===== src/rtl/sio_cfg_port.sv =====
module sio_cfg_port #(
  parameter int          NUM_LDEV = 9,
  parameter logic [7:0]  KEY      = 8'h87,
  parameter logic [7:0]  EXIT     = 8'hAA,
  parameter int          GPA_DEV  = 7,
  parameter int          GPB_DEV  = 8,
  parameter int          GPA_PINS = 7,
  parameter int          GPB_PINS = 4
) (
  input  logic                           clk,
  input  logic                           rst_n,
  input  logic                           wr_en,
  input  logic                           rd_en,
  input  logic                           addr_sel,
  input  logic [7:0]                     wdata,
  output logic [7:0]                     rdata,
  output logic [GPA_PINS+GPB_PINS-1:0]   gpio_dir
);
  localparam int         GPIO_N    = GPA_PINS + GPB_PINS;
  localparam int         GPW       = $clog2(GPIO_N);
  localparam int         LW        = $clog2(NUM_LDEV);
  localparam logic [7:0] GPA_FIRST = 8'hE1;
  localparam logic [7:0] GPB_FIRST = GPA_FIRST + 8'(GPA_PINS);
  localparam logic [7:0] GPB_END   = GPB_FIRST + 8'(GPB_PINS);

  logic              open_q, half_q;
  logic [7:0]        idx_q, sel_q;
  logic [NUM_LDEV-1:0] act_q;
  logic [7:0]        base_q [NUM_LDEV][4];
  logic [7:0]        irq_q  [NUM_LDEV];
  logic [7:0]        trig_q [NUM_LDEV];
  logic [GPIO_N-1:0] dir_q;

  logic              idx_wr, dat_wr, sel_ok, gp_hit;
  logic [LW-1:0]     ld;
  logic [GPW-1:0]    gp_bit;
  logic [7:0]        cfg_val;

  assign idx_wr   = wr_en & ~addr_sel;
  assign dat_wr   = wr_en & addr_sel & open_q;
  assign sel_ok   = sel_q < 8'(NUM_LDEV);
  assign ld       = sel_q[LW-1:0];
  assign gpio_dir = dir_q;

  always_comb begin
    gp_hit = 1'b0;
    gp_bit = '0;
    if (sel_q == 8'(GPA_DEV) && idx_q >= GPA_FIRST && idx_q < GPB_FIRST) begin
      gp_hit = 1'b1;
      gp_bit = GPW'(idx_q - GPA_FIRST);
    end else if (sel_q == 8'(GPB_DEV) && idx_q >= GPB_FIRST && idx_q < GPB_END) begin
      gp_hit = 1'b1;
      gp_bit = GPW'(idx_q - GPB_FIRST + 8'(GPA_PINS));
    end
  end

  always_comb begin
    cfg_val = 8'h00;
    case (idx_q)
      8'h07: cfg_val = sel_q;
      8'h30: if (sel_ok) cfg_val = {7'b0, act_q[ld]};
      8'h60, 8'h61, 8'h62, 8'h63: if (sel_ok) cfg_val = base_q[ld][idx_q[1:0]];
      8'h70: if (sel_ok) cfg_val = irq_q[ld];
      8'h71: if (sel_ok) cfg_val = trig_q[ld];
      default: if (gp_hit) cfg_val = {7'b0, dir_q[gp_bit]};
    endcase
  end

  always_ff @(posedge clk) begin
    if (!rst_n) begin
      open_q <= 1'b0;
      half_q <= 1'b0;
      idx_q  <= 8'h00;
      sel_q  <= 8'h00;
      act_q  <= '0;
      dir_q  <= '1;
      rdata  <= 8'hFF;
      for (int d = 0; d < NUM_LDEV; d++) begin
        irq_q[d]  <= 8'h00;
        trig_q[d] <= 8'h00;
        for (int b = 0; b < 4; b++) base_q[d][b] <= 8'h00;
      end
    end else begin
      if (rd_en)
        rdata <= !open_q ? 8'hFF : (addr_sel ? cfg_val : idx_q);
      if (idx_wr) begin
        if (open_q) begin
          if (wdata == EXIT) begin
            open_q <= 1'b0;
            half_q <= 1'b0;
          end else begin
            idx_q <= wdata;
          end
        end else if (wdata == KEY) begin
          open_q <= half_q;
          half_q <= ~half_q;
        end else begin
          half_q <= 1'b0;
        end
      end
      if (dat_wr) begin
        case (idx_q)
          8'h07: sel_q <= wdata;
          8'h30: if (sel_ok) act_q[ld] <= wdata[0];
          8'h60, 8'h61, 8'h62, 8'h63: if (sel_ok) base_q[ld][idx_q[1:0]] <= wdata;
          8'h70: if (sel_ok) irq_q[ld] <= wdata;
          8'h71: if (sel_ok) trig_q[ld] <= wdata;
          default: if (gp_hit) dir_q[gp_bit] <= wdata[0];
        endcase
      end
    end
  end

  p_locked_read_ff_r5: assert property (@(posedge clk) disable iff (!rst_n)
    rd_en && !open_q |=> rdata == 8'hFF);

  p_exit_locks_r4: assert property (@(posedge clk) disable iff (!rst_n)
    open_q && idx_wr && wdata == EXIT |=> !open_q);

  p_open_needs_key_r3: assert property (@(posedge clk) disable iff (!rst_n)
    !open_q && !(idx_wr && wdata == KEY) |=> !open_q);

  p_dir_hold_r10: assert property (@(posedge clk) disable iff (!rst_n)
    !(wr_en && addr_sel && open_q) |=> $stable(gpio_dir));

  p_rdata_hold_r11: assert property (@(posedge clk) disable iff (!rst_n)
    !rd_en |=> $stable(rdata));
endmodule


===== config.mk =====
export PLATFORM = sky130hd
export DESIGN_NAME = sio_cfg_port
export DESIGN_NICKNAME = d
export VERILOG_FILES = /design/src/rtl/sio_cfg_port.sv
export SDC_FILE = /design/constraint.sdc
export NUM_CORES = 1
export LEC_CHECK = 0
export BUFFER_PORTS_ARGS = -buffer_cell sky130_fd_sc_hd__buf_2
export CAP_MARGIN = 20
export CORE_MARGIN = 2
export CORE_UTILIZATION = 39
export DETAILED_ROUTE_END_ITERATION = 8
export GPL_TIMING_DRIVEN = 1
export SLEW_MARGIN = 10
export SYNTH_ARGS = -nofsm -noshare
export SYNTH_HDL_FRONTEND = slang
export SYNTH_SLANG_ARGS = --single-unit
export TNS_END_PERCENT = 30

===== constraint.sdc =====
create_clock -name clk -period 8.2 [get_ports clk]
set_clock_uncertainty 0.15 [all_clocks]
set_input_delay 2.05 -clock clk [delete_from_list [all_inputs] [get_ports clk]]
set_output_delay 2.05 -clock clk [all_outputs]
set_load 0.005 [all_outputs]

==> results of run 1 <==
==> report_power, final <==
part	internal [mW]	switching (mW)	leakage, nW
registers	4.74	0.0628	8.06
clock network	2.08	1.54	1.27
logic	0.0857	0.205	4.76
total	6.91	1.81	14.1
==> layer usage <==
| metal | GRT usage [%] | part of all wire, % | wire length [microns] |
|---|---|---|---|
| met5 | 0 | 0.014 | 13 |
| met3 | 3.27 | 7.4 | 6690 |
| met2 | 31.9 | 49 | 44100 |
| met1 | 25.0 | 40 | 36100 |
| met4 | 7.49 | 3.7 | 3310 |
==> per-stage QoR <==
stage,cells,power [mW],hold WS [ps]
global placement,3623,5.16,302
CTS,3767,8.78,341
floorplan,2535,5.03,292
global route,3795,8.97,371
finish,3795,8.72,335
detailed placement,3626,5.17,334
==> layout by cell type (no fill, tap or decap), types with 5 or more instances in the layout <==
master / instances
sky130_fd_sc_hd__nor4_2: 8
sky130_fd_sc_hd__nand3_1: 27
sky130_fd_sc_hd__nand2b_1: 7
sky130_fd_sc_hd__buf_4: 42
sky130_fd_sc_hd__a31oi_1: 9
sky130_fd_sc_hd__clkinv_2: 19
sky130_fd_sc_hd__o21ai_0: 70
sky130_fd_sc_hd__mux4_2: 185
sky130_fd_sc_hd__a21boi_0: 12
sky130_fd_sc_hd__o31ai_1: 7
sky130_fd_sc_hd__inv_1: 9
sky130_fd_sc_hd__nor2_1: 58
sky130_fd_sc_hd__clkbuf_1: 11
sky130_fd_sc_hd__nor2b_1: 31
sky130_fd_sc_hd__clkbuf_2: 12
sky130_fd_sc_hd__nand2_1: 66
sky130_fd_sc_hd__conb_1: 336
sky130_fd_sc_hd__ha_1: 5
sky130_fd_sc_hd__o21ai_1: 5
sky130_fd_sc_hd__nor3_2: 9
sky130_fd_sc_hd__edfxtp_1: 768
sky130_fd_sc_hd__clkbuf_16: 84
sky130_fd_sc_hd__a211oi_1: 14
sky130_fd_sc_hd__a21oi_1: 26
sky130_fd_sc_hd__o22ai_1: 14
sky130_fd_sc_hd__clkinv_1: 16
sky130_fd_sc_hd__nor2_2: 10
sky130_fd_sc_hd__dfxtp_1: 45
sky130_fd_sc_hd__a22oi_1: 50
sky130_fd_sc_hd__nor3_1: 46
sky130_fd_sc_hd__and2_1: 369
sky130_fd_sc_hd__buf_2: 50
sky130_fd_sc_hd__and3_1: 10
sky130_fd_sc_hd__bufinv_16: 7
sky130_fd_sc_hd__mux2i_1: 79
==> cells in the mapped netlist (all sizes together) (5+ instances only) <==
cell / n
nand4: 6
nand2b: 7
a22oi: 50
ha: 5
edfxtp: 768
a211oi: 14
nor4: 13
dfxtp: 50
clkbuf: 101
buf: 72
o2111ai: 5
nand2: 69
inv: 11
a31oi: 9
o31ai: 7
mux4: 185
and3: 11
nor2b: 33
a21boi: 13
mux2i: 79
nand3: 29
a21oi: 26
o22ai: 14
nor3: 56
and2: 369
nor2: 70
o21ai: 75
==> logic make-up after synthesis <==
family                     count (synthesis)
DFF                                      818
and+or+nand+nor                          682
muxes                                    267
AOI/OAI and AO/OA                        243
buffers and inverters                    184
adders and majority gates                  5
other                                      1
==> worst min-delay path by stage <==
stage / startpoint / end / slack (ps) / cells past startpoint
3_3_place_gp: act_q[8] / act_q[8] / 300 / 2
2_1_floorplan: act_q[8] / act_q[8] / 290 / 2
6_report: act_q[8] / act_q[8] / 340 / 2
3_5_place_dp: act_q[8] / act_q[8] / 330 / 2
4_1_cts: act_q[8] / act_q[8] / 340 / 2
5_1_grt: act_q[8] / act_q[8] / 370 / 2
==> cell type report <==
class / count / area, sq um / share of cell area (%)
Timing Repair Buffer: 106 / 666 / 1.63
Clock buffer: 95 / 2140 / 5.24
Multi-Input combinational cell: 1533 / 12100 / 29.5
Tap cell: 1186 / 1480 / 3.63
Sequential cell: 818 / 24100 / 58.9
Inverter: 11 / 41.3 / 0.101
Clock inverter: 46 / 408 / 0.998
==> flip-flops by register name, summed over array words and instances (netlist names), 8 cells and up, named ones only <==
name and count:
gpio_dir 11, rdata 8, trig_q 128, idx_q 8, act_q 9, irq_q 128, sel_q 8, base_q 512
==> worst max-delay path: stages <==
cell	delay (ps)
sky130_fd_sc_hd__buf_2	220
sky130_fd_sc_hd__and3_1	710
sky130_fd_sc_hd__nand2_1	290
sky130_fd_sc_hd__nor3_4	460
sky130_fd_sc_hd__nand2_2	450
sky130_fd_sc_hd__o21ai_0	950
==> impl_metrics.env, run 1 <==
export IMPL_finalSetupTns_ps=0
export IMPL_critPathMaxFanout=25
export IMPL_timing_reg2reg_setup_slack_ps=3870
export IMPL_place_port_buffers=31
export IMPL_insertion_delay_to_the_later_sink_of_the_worst_skew_pair_ps=620
export IMPL_cts_hold_buffers=0
export IMPL_avgSynthCellArea_sq_um=16.2
export IMPL_yosys_most_used_dff="sky130_fd_sc_hd__edfxtp_1"
export IMPL_seq_area_frac_synth_pct=67.3
export IMPL_drcViolationCount=0
export IMPL_synth_compound_area_share_pct=4.58
export IMPL_number_of_nets_with_antenna_violations_after_routing=0
export IMPL_i_o_pin_count=32
export IMPL_detail_route_wl_per_cell_microns=23.8
export IMPL_cts_max_level=3
export IMPL_via_per_inst=5.31
export IMPL_worstSetupStartpoint="addr_sel"
export IMPL_maximum_number_of_pins_on_one_net_before_global_route_repair=103
export IMPL_synth_largest_area_cell="sky130_fd_sc_hd__edfxtp_1"
export IMPL_min_period_ps=5070
export IMPL_clkSinkCount=818
export IMPL_number_of_antenna_violations_at_the_first_check_in_global_routing=3
export IMPL_gr_total_overflow=0
export IMPL_max_cap_violations=0
export IMPL_max_clock_path_buffers=3
export IMPL_grt_total_usage_pct=19.2
export IMPL_tightestPinTransition_ps=1150
export IMPL_worstSetupEndpointType="register"
export IMPL_dp_slack_ps=2480
export IMPL_layout_cells_sized_above_1_pct=18.0
export IMPL_antenna_cells=0
export IMPL_setup_violations_final=0
export IMPL_wire_length_of_the_first_global_routing_pass_mm=132
export IMPL_floorplan_die_area_sq_um=94100
export IMPL_timing_reg2reg_worst_path_depth=7
export IMPL_relSlewSlack_pct=23.0
export IMPL_yosys_register_bits=818
export IMPL_synth_cells=2200
export IMPL_hold_class="reg2reg"
export IMPL_cts_tree="yes"
export IMPL_post_synth_mux_area_share_pct=14.0
export IMPL_final_hold_violation_count=0
export IMPL_yosys_warnings=0
export IMPL_clock_root_buffer="sky130_fd_sc_hd__clkbuf_16"
export IMPL_ys_top_cells_by_area="sky130_fd_sc_hd__edfxtp_1 (65%), sky130_fd_sc_hd__mux4_2 (12%), sky130_fd_sc_hd__and2_1 (6.4%), sky130_fd_sc_hd__dfxtp_1 (2.8%), sky130_fd_sc_hd__mux2i_1 (2.2%)"
export IMPL_synth_xor_area_share_pct=0
export IMPL_filler_cell_count=7928
export IMPL_core_sq_um=91200
export IMPL_endpoint="base_q[7][20]"
export IMPL_required_ps=8270
export IMPL_r2r_start="idx_q[0]"
export IMPL_synth_adder_area_share_pct=0.175
export IMPL_fin_nets=2568
export IMPL_drt_wl_total_mm=90.2
export IMPL_cts_buf_count=80
export IMPL_power_static_leakage_nw=14.1
export IMPL_die_h_microns=307
export IMPL_finalMaxSlewViolations=0
export IMPL_rsz0062_at_grt="no"
export IMPL_combinational_family_with_the_most_area_after_synthesis="multiplexers"
export IMPL_pwrdens_nw_per_um2=213
export IMPL_detail_route_first_pass_iterations=6
export IMPL_synth_to_layout_area_growth_pct=14.3
export IMPL_place_area_sq_um=38200
export IMPL_initial_utilization_pct=39.2
export IMPL_initialDrtViolationCount=2010
export IMPL_stdcell_area_sq_um=40900
export IMPL_dp_hpwl_mm=58.7
export IMPL_synth_async_sr_flop_share_pct=0
export IMPL_fp_dieW_microns=307
export IMPL_syn_cell_area_sq_um=35700
export IMPL_vdd_drop_max_v=0.000145
export IMPL_core_rowCount=111
export IMPL_finalCritPeriodShare_pct=61.9
export IMPL_synth_edff_count=768
export IMPL_worst_setup_path_start_kind="primary input"
export IMPL_post_synth_top_area_fraction_pct=64.5
export IMPL_run_status="completed"
export IMPL_max_clock_freq_ghz=0.197
export IMPL_final_critical_path_setup_slack_ps=3130
export IMPL_utilization_pct=44.8
export IMPL_first_global_vias=20100
export IMPL_synthDistinctLibCells=77
export IMPL_worst_setup_path_type="in2reg"
export IMPL_cts_repair_resize_count=0
export IMPL_postCtsSetupRepairBufs=0
export IMPL_clock_edge_transition_at_the_registers_on_the_reported_setup_and_hold_paths_ps=60
export IMPL_r2r_end="base_q[4][7]"
export IMPL_final_weighted_congestion_in_routability_driven_placement=0.914
export IMPL_synth_simple_gate_area_share_pct=11.4
export IMPL_dr_total_vias=20200
export IMPL_worst_endpoint_arrival_ps=5150
No activity file was read; power rests on OpenSTA's default activity.
==> inputs of run 2 (changes only) <==
==> constraint.sdc (replaced) <==
create_clock -name clk -period 5.1 [get_ports clk]
set_clock_uncertainty 0.15 [all_clocks]
set_input_delay 1.275 -clock clk [delete_from_list [all_inputs] [get_ports clk]]
set_output_delay 1.275 -clock clk [all_outputs]
set_load 0.005 [all_outputs]
==> impl_metrics.env, run 2 (synthesis gave the netlist of run 1 again) <==
export IMPL_core_sq_um=91200
export IMPL_largest_registers="base_q x512, irq_q x128, trig_q x128"
export IMPL_rsz0062_at_grt="no"
export IMPL_core_rowCount=111
export IMPL_worstSetupEndpointType="register"
export IMPL_power_static_leakage_nw=14.4
export IMPL_max_clock_path_buffers=3
export IMPL_fp_dieW_microns=307
export IMPL_final_critical_path_setup_slack_ps=1400
export IMPL_number_of_antenna_violations_at_the_first_check_in_global_routing=3
export IMPL_insertion_delay_to_the_later_sink_of_the_worst_skew_pair_ps=670
export IMPL_share_seq_of_total_power_pct=54.3
export IMPL_gr_total_overflow=0
export IMPL_place_area_sq_um=38700
export IMPL_pwrdens_nw_per_um2=342
export IMPL_finalCritPeriodShare_pct=72.6
export IMPL_setup_violations_final=0
export IMPL_timing_reg2reg_setup_slack_ps=1400
export IMPL_finalSetupTns_ps=0
export IMPL_p_int_mw=11.2
export IMPL_layout_cells_sized_above_1_pct=19.6
export IMPL_place_port_buffers=31
export IMPL_largest_reg_flops=512
export IMPL_worst_hold_path_endpoint="act_q[8]"
export IMPL_tightestPinTransition_ps=1180
export IMPL_hold_class="reg2reg"
export IMPL_fin_nets=2611
export IMPL_worst_setup_path_start_kind="register"
export IMPL_run_status="completed"
export IMPL_die_h_microns=307
export IMPL_timing_reg2reg_worst_path_depth=8
export IMPL_initial_utilization_pct=39.2
export IMPL_max_cap_violations=0
export IMPL_relSlewSlack_pct=21.1
export IMPL_min_period_ps=3700
export IMPL_finalMaxSlewViolations=0
export IMPL_cts_max_level=3
export IMPL_postCtsSetupRepairBufs=0
export IMPL_number_of_nets_with_antenna_violations_after_routing=0
export IMPL_grt_total_usage_pct=19.3
export IMPL_required_ps=5220
export IMPL_r2r_start="idx_q[0]"
export IMPL_detail_route_first_pass_iterations=5
export IMPL_worst_endpoint_arrival_ps=3830
export IMPL_vdd_drop_max_v=0.000237
export IMPL_cts_repair_resize_count=0
export IMPL_final_weighted_congestion_in_routability_driven_placement=0.904
export IMPL_detail_route_wl_per_cell_microns=23.5
export IMPL_synth_to_layout_area_growth_pct=16.1
export IMPL_switching_share_pct=21.5
export IMPL_first_global_vias=20900
export IMPL_cts_buf_count=83
export IMPL_hold_ws_ps=331
export IMPL_layout_common_cells="sky130_fd_sc_hd__edfxtp_1 (768), sky130_fd_sc_hd__and2_1 (369), sky130_fd_sc_hd__conb_1 (336)"
export IMPL_via_per_inst=5.29
export IMPL_r2r_end="base_q[5][27]"
export IMPL_clock_root_buffer="sky130_fd_sc_hd__clkbuf_16"
export IMPL_stdcell_area_sq_um=41500
export IMPL_clkSinkCount=818
export IMPL_critPathMaxFanout=27
export IMPL_cts_hold_buffers=0
export IMPL_hold_path_startpoint="act_q[8]"
export IMPL_antenna_cells=0
export IMPL_maximum_number_of_pins_on_one_net_before_global_route_repair=70
export IMPL_power_spent_charging_and_discharging_nets_mw=3.05
export IMPL_wire_length_of_the_first_global_routing_pass_mm=134
export IMPL_dp_hpwl_mm=58.6
export IMPL_max_clock_freq_ghz=0.270
export IMPL_floorplan_die_area_sq_um=94100
export IMPL_cts_tree="yes"
export IMPL_initialDrtViolationCount=2063
export IMPL_dr_total_vias=20300
export IMPL_worstSetupStartpoint="idx_q[0]"
export IMPL_holdPathStages=2
export IMPL_i_o_pin_count=32
export IMPL_utilization_pct=45.5
export IMPL_final_hold_violation_count=0
export IMPL_clock_edge_transition_at_the_registers_on_the_reported_setup_and_hold_paths_ps=60
export IMPL_pwr_share_clk_pct=42.3
export IMPL_leading_cell_type_in_the_layout_fill_and_taps_excluded="sky130_fd_sc_hd__edfxtp_1"
export IMPL_drt_wl_total_mm=90.2
export IMPL_comb_power_share_pct=3.4
export IMPL_largest_register="base_q"
export IMPL_worst_setup_path_type="reg2reg"
export IMPL_dp_slack_ps=755
export IMPL_drcViolationCount=0
-- run 2: layout make-up --
type | instances | area [sq um]
inverters | 11 | 41.3
well taps | 1186 | 1480
repair buffers | 146 | 1170
multi-input cells | 1533 | 12100
clock inverters | 57 | 538
clock buffers | 92 | 2120
flip-flops and latches | 818 | 24100
fillers | 7960 | 49800
-- run 2: power by group through the flow --
stage | sequential [mW] | combinational [mW] | clock (mW)
2_1_floorplan | 7.80 | 0.275 | 0
3_3_place_gp | 7.83 | 0.465 | 0
3_5_place_dp | 7.85 | 0.473 | 0
4_1_cts | 7.71 | 0.475 | 6.13
5_1_grt | 7.73 | 0.519 | 6.35
6_report | 7.71 | 0.483 | 6.01
-- run 2: worst max path at each step --
stage                     slack (ps)             to  cells after the start
final                           1400  base_q[5][27]                      8
after global routing            1220       rdata[3]                      7
after CTS                       1420  base_q[6][24]                      8
after detailed placement         750  base_q[6][24]                      7
after global placement           960  base_q[7][25]                      7
after floorplan                  830  base_q[10][0]                      8
-- run 2: per-layer routing --
metal | track usage, % | vias to the layer above | part of all wire, %
li1 | - | 8969 | -
met4 | 7.52 | 0 | 3.3
met2 | 32.2 | 784 | 49
met1 | 25.3 | 10400 | 41
met3 | 3.22 | 163 | 7.0
met5 | 0 | - | 0
-- run 2: stage by stage --
| stage | instances | total power, mW |
|---|---|---|
| after CTS | 3836 | 14.3 |
| final | 3843 | 14.2 |
| after global placement | 3687 | 8.30 |
| after global routing | 3843 | 14.6 |
| after detailed placement | 3687 | 8.32 |
| after floorplan | 2535 | 8.08 |
-- run 2: critical path, cell delays in order (launching register included) --
cell and delay (ps):
sky130_fd_sc_hd__dfxtp_2 370, sky130_fd_sc_hd__inv_1 60, sky130_fd_sc_hd__buf_4 260, sky130_fd_sc_hd__ha_1 380, sky130_fd_sc_hd__or4_4 220, sky130_fd_sc_hd__nand3_4 130
sky130_fd_sc_hd__nor3_4 530, sky130_fd_sc_hd__nand2_4 330, sky130_fd_sc_hd__o21ai_0 880
